### config.mk
export PLATFORM = sky130hd
export DESIGN_NAME = vl_ctrl_regs
export DESIGN_NICKNAME = d
export VERILOG_FILES = /design/src/rtl/vl_ctrl_regs.sv
export SDC_FILE = /design/constraint.sdc
export NUM_CORES = 1
export LEC_CHECK = 0
export ABC_CLOCK_PERIOD_IN_PS = 9700
export CORE_MARGIN = 3
export CORE_UTILIZATION = 50
export DETAILED_ROUTE_END_ITERATION = 10
export HOLD_SLACK_MARGIN = 0.08
export MAX_ROUTING_LAYER = met4
export PLACE_DENSITY = 0.87
export SLEW_MARGIN = 20
export SYNTH_ARGS = -nofsm -noshare
export SYNTH_HDL_FRONTEND = slang
export SYNTH_SLANG_ARGS = --single-unit
### constraint.sdc
create_clock -name clk -period 9.7 [get_ports clk]
set_clock_uncertainty 0.15 [all_clocks]
set_input_delay 1.94 -clock clk [delete_from_list [all_inputs] [get_ports clk]]
set_output_delay 1.94 -clock clk [all_outputs]
set_load 0.01 [all_outputs]
### src/rtl/vl_ctrl_regs.sv
module vl_ctrl_regs #(
  parameter int XLEN = 64,
  parameter int LW   = 8
) (
  input  logic          clk,
  input  logic          rst_n,
  input  logic          mvl_wr_en,
  input  logic [LW-1:0] mvl_wr_data,
  input  logic          vl_wr_en,
  input  logic [LW-1:0] vl_wr_data,
  input  logic          subvl_wr_en,
  input  logic [2:0]    subvl_wr_data,
  input  logic          state_wr_en,
  input  logic [31:0]   state_wr_data,
  input  logic          setvl_req,
  input  logic [LW-1:0] setvl_len,
  output logic [LW-1:0] setvl_grant,
  input  logic          trap_swap,
  input  logic [1:0]    trap_level,
  input  logic          saved_wr_en,
  input  logic [1:0]    saved_sel,
  input  logic [31:0]   saved_wr_data,
  output logic [31:0]   saved_rd,
  output logic [LW-1:0] mvl_rd,
  output logic [LW-1:0] vl_rd,
  output logic [2:0]    subvl_rd,
  output logic [31:0]   state_rd,
  output logic          subvl_exc
);
  localparam logic [6:0]    FMAX = 7'(XLEN - 1);
  localparam logic [LW-1:0] LMAX = LW'(XLEN);
  localparam logic [LW-1:0] ONE  = LW'(1);

  function automatic logic [6:0] len2f(input logic [LW-1:0] l);
    logic [LW-1:0] t;
    if (l == '0)       t = '0;
    else if (l > LMAX) t = LMAX - ONE;
    else               t = l - ONE;
    return t[6:0];
  endfunction

  function automatic logic [LW-1:0] f2len(input logic [6:0] f);
    return LW'(f) + ONE;
  endfunction

  function automatic logic [6:0] fmin(input logic [6:0] a, input logic [6:0] b);
    return (a > b) ? b : a;
  endfunction

  function automatic logic [31:0] sanit(input logic [31:0] w);
    logic [6:0] m;
    m = fmin(w[6:0], FMAX);
    return {w[31:14], fmin(w[13:7], m), m};
  endfunction

  logic [31:0] st_q, st_d, sv_trap;
  logic [31:0] sv_q [3];
  logic        exc_q;
  logic [6:0]  m_eff, g_f, v_new;
  logic [1:0]  sub_f;

  wire trap_ok = trap_swap && (trap_level != 2'd3);
  wire sub_ok  = (subvl_wr_data != 3'd0) && (subvl_wr_data <= 3'd4);

  assign m_eff = mvl_wr_en ? len2f(mvl_wr_data) : st_q[6:0];
  assign g_f   = fmin(len2f(setvl_len), m_eff);
  assign sub_f = 2'(subvl_wr_data - 3'd1);

  always_comb begin
    if (setvl_req)     v_new = g_f;
    else if (vl_wr_en) v_new = fmin(len2f(vl_wr_data), m_eff);
    else               v_new = fmin(st_q[13:7], m_eff);
  end

  always_comb begin
    case (trap_level)
      2'd0:    sv_trap = sv_q[0];
      2'd1:    sv_trap = sv_q[1];
      default: sv_trap = sv_q[2];
    endcase
  end

  always_comb begin
    case (saved_sel)
      2'd0:    saved_rd = sv_q[0];
      2'd1:    saved_rd = sv_q[1];
      2'd2:    saved_rd = sv_q[2];
      default: saved_rd = '0;
    endcase
  end

  always_comb begin
    if (trap_ok)          st_d = sv_trap;
    else if (state_wr_en) st_d = sanit(state_wr_data);
    else st_d = {st_q[31:30], (subvl_wr_en && sub_ok) ? sub_f : st_q[29:28],
                 st_q[27:14], v_new, m_eff};
  end

  always_ff @(posedge clk) begin
    if (!rst_n) begin
      st_q  <= '0;
      exc_q <= 1'b0;
    end else begin
      st_q  <= st_d;
      exc_q <= subvl_wr_en && !sub_ok;
    end
  end

  always_ff @(posedge clk) begin
    for (int i = 0; i < 3; i++) begin
      if (!rst_n)
        sv_q[i] <= '0;
      else if (trap_ok && trap_level == 2'(i))
        sv_q[i] <= st_q;
      else if (saved_wr_en && saved_sel == 2'(i))
        sv_q[i] <= sanit(saved_wr_data);
    end
  end

  assign setvl_grant = f2len(g_f);
  assign mvl_rd      = f2len(st_q[6:0]);
  assign vl_rd       = f2len(st_q[13:7]);
  assign subvl_rd    = {1'b0, st_q[29:28]} + 3'd1;
  assign state_rd    = st_q;
  assign subvl_exc   = exc_q;


  mvl_range_chk: assert property (@(posedge clk) disable iff (!rst_n)
    mvl_rd >= ONE && mvl_rd <= LMAX);


  vl_le_mvl_chk: assert property (@(posedge clk) disable iff (!rst_n)
    vl_rd >= ONE && vl_rd <= mvl_rd);


  setvl_take_chk: assert property (@(posedge clk) disable iff (!rst_n)
    setvl_req && !trap_ok && !state_wr_en |=> vl_rd == $past(setvl_grant));


  swap_chk: assert property (@(posedge clk) disable iff (!rst_n)
    trap_ok |=> state_rd == $past(sv_trap));


  bad_subvl_chk: assert property (@(posedge clk) disable iff (!rst_n)
    subvl_wr_en && !sub_ok && !trap_ok && !state_wr_en
    |=> subvl_exc && $stable(subvl_rd));
endmodule

-- After elaboration in Yosys (flattened, before gate mapping)
Memory sizes are Yosys's and may differ from the RTL's.
Index checks and enable logic that the tools add are counted.
- memories: 1
- input port bits: 104
- bits in registers: 33
- word-level logic and storage cells: 107
- memory bits (writable): 96
- output and inout bits: 92
- memories (memory ; depth ; width ; rd ports ; clocked after Yosys merged registers in ; write ports ; RTL line ; source):
    sv_q ; 3 ; 32 ; 3 ; 0 ; 3 ; 57 ; logic [31:0] sv_q [3];
- muxes and demuxes: 51
- reduce and logical (&&, ||, !) cells: 20
- equality and inequality tests: 5
- add/sub/neg operators: 8
- magnitude comparators: 11
- bitwise gates (word level): 6
- operator list (kind ; count):
    32-bit 2-to-1 mux ; 8
    7-bit 2-to-1 mux ; 18
    32-bit case mux with 3 select lines ; 1
    32-bit case mux with 2 select lines ; 1
    7-bit greater-than comparator ; 5
    7-bit by 1-bit adder with 8-bit output (second input constant) ; 3
    8-bit by 7-bit greater-than comparator with 1-bit output (second input constant) ; 3
    8-bit zero test ; 3
    1-bit 2-to-1 mux ; 22
    7-bit by 1-bit subtractor with 7-bit output (second input constant) ; 3
    7-bit by 6-bit greater-than comparator with 1-bit output (second input constant) ; 2
    1-bit logical AND ; 10
    1-bit bitwise OR ; 6
    3-bit nonzero test ; 2
    5-bit nonzero test ; 1
    2-bit by 1-bit equality test with 1-bit output (second input constant) ; 2
    2-bit equality test (second input constant) ; 2
    2-bit zero test ; 2
    2-bit by 1-bit adder with 3-bit output (second input constant) ; 1
    3-bit <= comparator (second input constant) ; 1
    2-bit 2-to-1 mux ; 1
    2-bit != test (second input constant) ; 1
    2-bit nonzero test ; 1
    2-bit by 1-bit subtractor with 2-bit output (second input constant) ; 1
    1-bit zero test ; 1

-- Longest topological paths before layout
Gate-level depths: netlist of run 1.
- word-level depth: 11
- depth in mapped cells: 18

-- Worst setup path after synthesis of run 1
No wires, ideal clock.
- path kind: in2out
- start: input port mvl_wr_data[0]
- end: output port setvl_grant[6]
- arrival time: 5103 ps
- path slack: 2507 ps
- cell stages on the path: 17
- cells stage by stage: inv_1 > ha_1 > nand3b_1 > a2111oi_0 > mux2_2 > inv_1 > ha_1 > a41oi_1 > o21ai_1 > o21bai_1 > buf_2 > mux2_2 > inv_1 > ha_1 > o21ai_2 > nor3b_2 > xnor2_1
- longest elaborated chain between the ends: 7
- RTL lines (item ; RTL line ; source):
    start: declaration ; 8 ; input logic [LW-1:0] mvl_wr_data,
    7-bit by 1-bit subtractor with 7-bit output or 8-bit by 7-bit greater-than comparator with 1-bit output (tied branches) ; 38, 37 ;
    7-bit 2-to-1 mux ; 37 ; else if (l > LMAX) t = LMAX - ONE;
    7-bit 2-to-1 mux * ; 36 ; if (l == '0) t = '0;
    7-bit 2-to-1 mux * ; 65 ; assign m_eff = mvl_wr_en ? len2f(mvl_wr_data) : st_q[6:0];
    7-bit greater-than comparator ; 47 ; return (a > b) ? b : a;
    7-bit 2-to-1 mux * ; 47 ;
    7-bit by 1-bit adder with 8-bit output * ; 43 ; return LW'(f) + ONE;
    end: declaration ; 17 ; output logic [LW-1:0] setvl_grant,
Mark *: on every way between the ends. The rest lies on a longest branch, timed or not.

-- Final worst setup path of run 1
Ends and elaborated chain as after synthesis.

==> metrics, run 1 <==
Final setup violation count 0; DR DRC count 0; min-delay worst type reg2reg; CTS tree yes; max_cap viols 0; die width 143 microns; WHS 0.403 ns; Final Critical Period 8.62 ns; Lkg Pwr 4.87 nW; Async S/R FF share, synth 0%; area grow syn2layout 29.1%; met3 Usage GRT 4.44%; Crit. End Element output pin; Cells after Synth 1012; # port buffers 195; Final Hold Viols 0; Final HPWL DP 20000 microns; run status completed; number of synthesized register bits 129; Seq/Total Area, Yosys 38.0%; grt total ovfl 0; Pwr Total 1.83 mW; H-tree depth 4; VDD IR max 112 uV; latest clock arrival within the worst-skew pair 0.43 ns; Die Y 143 microns; Final WS setup 1.08 ns; GRT busiest layer met2; final period utilization 88.9%; DIE AREA 0.0203 sq mm; RePlAce Congestion 0.950; number of synthesized flops with an enable pin 96; Post-CTS Hold Buffers 0; start of the worst register-to-register path state_rd[5]; Max Clk Rate 116 MHz; largest net degree at the start of global routing 57; 1st-iter DRT viols 793; final net count 1323; Cells after DPL 1383; Reg-to-Reg End state_rd[7]; Least-Margin Pin Slew 1.03 ns; Slew Viols, Final 0; met2 Use GR 48.0%; Post-DP Area 0.0114 sq mm; TritonCTS buffer count 17; Slew HR 31.4%; GR met1 Demand/Resource 36.4%; Root Driver clkbuf_16; n_diodes 0; first-pass GRT wire length 45500 microns; Initial Utilization 51.3%; reg2reg setup slack 6.59 ns; Setup Total Neg Slack 0 ns; postcts setup bufs 0; Ys Warns 0; Worst Path Arrival 6.53 ns; Initial DRT Pass Iterations 6; Hold Crit Endpoint state_rd[28]; post-detailed-route via-to-cell ratio 6.27; Core Util, Final 66.3%; Reg clk slew, reported paths 0.06 ns; PwrDens 152 mW/mm^2; CP required 7.61 ns; routed length per instance 20.7 microns; Sink Count 129; CTS resizes 0; Post-synth top flop edfxtp_1; layout cells sized above 1 8.01%; hold path startpoint state_rd[28]; Place WS 1.15 ns; Ports 196; WHS Path Cells 2; number of global-route vias before repair 8625; worst-path fanout max 11; CTS Buffer Depth 2; Worst Setup Path Type in2out; FP Rows 49; Synth cell types 79; fill count 1427; Worst Setup Start Kind primary input; Placeable Area 0.0181 sq mm; gr usage total 29.1%; vias post-DR 8870; antenna viol nets, final 0; final instance area 0.0120 sq mm; initial antenna violation count 0; Cell Area, Synth 0.00932 sq mm; RSZ-0062 raised after global routing no; R2R depth 10; fin cells 1415; syn_area_per_cell 9.21 sq um; final wirelength 29300 microns
-- cell usage after synthesis, types with 7 or more instances --
master,instances,share of area (%)
nand4_1,9,0.60
buf_2,11,0.59
xor2_1,11,1.0
a22o_1,54,5.1
buf_1,9,0.36
and3_1,13,0.87
ha_1,46,6.2
mux2i_1,84,9.0
nand3b_1,8,0.64
dfxtp_1,33,7.1
o22ai_1,22,1.5
xnor2_1,12,1.1
nand3_1,17,0.91
a21oi_1,29,1.6
nor2b_1,7,0.47
o211ai_1,16,1.3
nand2_1,163,6.6
o211a_1,18,1.9
o21ai_0,106,5.7
nor2_1,41,1.7
inv_1,41,1.7
nor3_1,9,0.48
edfxtp_1,96,31
clkbuf_1,45,1.8
mux2_2,16,1.9
-- cells in the final DEF (no fill, tap or decap), types with 11 or more instances in the layout --
| cell type | count |
|---|---|
| clkdlybuf4s50_1 | 191 |
| nand2_1 | 163 |
| o21ai_0 | 106 |
| edfxtp_1 | 96 |
| mux2i_1 | 84 |
| a22o_1 | 54 |
| ha_1 | 46 |
| inv_1 | 41 |
| nor2_1 | 40 |
| dfxtp_1 | 33 |
| a21oi_1 | 28 |
| o22ai_1 | 22 |
| o211a_1 | 18 |
| clkbuf_16 | 17 |
| o211ai_1 | 16 |
| mux2_2 | 16 |
| nand3_1 | 15 |
| and3_1 | 13 |
| buf_4 | 13 |
| xnor2_1 | 12 |
| xor2_1 | 11 |
-- flip-flops by register name, indices dropped and copies added (netlist names) --
register	cells
subvl_exc	1
sv_q	96
state_rd	32
-- routing by layer --
metal  vias up  share of wire (%)
met4         0                3.0
met2       517                 49
met1      4199                 39
met5         -                  0
met3        68                9.8
li1       4086                  -
-- critical path, cell delays in order --
cell and delay, ns:
clkdlybuf4s50_1 0.56, inv_1 0.11, ha_1 0.29, nand3b_1 0.18, a2111oi_0 0.44, mux2_2 0.26
inv_1 0.12, ha_1 0.33, a41oi_1 0.22, o21ai_1 0.11, o21bai_1 0.13, buf_4 0.23
mux2_2 0.39, inv_1 0.07, ha_1 0.19, o21ai_2 0.09, nor3b_2 0.18, xnor2_1 0.14
clkdlybuf4s50_1 0.55
-- layout make-up --
cell class	count	area [sq um]	area share [%]
Timing Repair Buffer	208	2030	16.9
Clock buffer	22	484	4.02
Clock inverter	10	155	1.29
Sequential cell	129	3540	29.5
Multi-Input combinational cell	776	5380	44.7
Tap cell	229	287	2.38
Inverter	41	154	1.28
-- logic make-up after synthesis --
group,Yosys count,synth area share [%]
adder cells (fa/ha/maj),47,6.30
other,1,0.0402
buffers and inverters,108,4.66
AND/OR/NAND/NOR,306,15.6
flip-flops,129,38.0
AO/OA/AOI/OAI,296,21.9
multiplexers,102,11.3
XOR/XNOR,23,2.16
-- power breakdown --
| group | switching, mW | total [mW] | internal [mW] |
|---|---|---|---|
| registers | 0.0448 | 0.683 | 0.638 |
| logic | 0.236 | 0.459 | 0.222 |
| clock network | 0.233 | 0.687 | 0.455 |
| total | 0.514 | 1.83 | 1.32 |
-- worst max path at each step --
stage / to / start / cells past startpoint / slack, ns
floorplan: setvl_grant[6] / mvl_wr_data[0] / 17 / 2.51
global placement: setvl_grant[6] / mvl_wr_data[0] / 19 / 1.22
detailed placement: setvl_grant[6] / mvl_wr_data[0] / 19 / 1.15
CTS: setvl_grant[6] / mvl_wr_data[0] / 19 / 1.13
global route: setvl_grant[6] / mvl_wr_data[0] / 19 / 0.77
finish: setvl_grant[6] / mvl_wr_data[0] / 19 / 1.08
Power figures use the tool's default switching activity.
==> run 2, diff against run 1 <==
--- a/config.mk
+++ b/config.mk
@@ -8,6 +8,7 @@
 export ABC_CLOCK_PERIOD_IN_PS = 9700
 export CORE_MARGIN = 3
 export CORE_UTILIZATION = 50
+export CTS_CLUSTER_DIAMETER = 100
 export DETAILED_ROUTE_END_ITERATION = 10
 export HOLD_SLACK_MARGIN = 0.08
 export MAX_ROUTING_LAYER = met4
@@ -16,3 +17,4 @@
 export SYNTH_ARGS = -nofsm -noshare
 export SYNTH_HDL_FRONTEND = slang
 export SYNTH_SLANG_ARGS = --single-unit
+export TNS_END_PERCENT = 5
==> results of run 2 <==
Same layout as run 1: the final DEF is identical, and so are final timing and power.
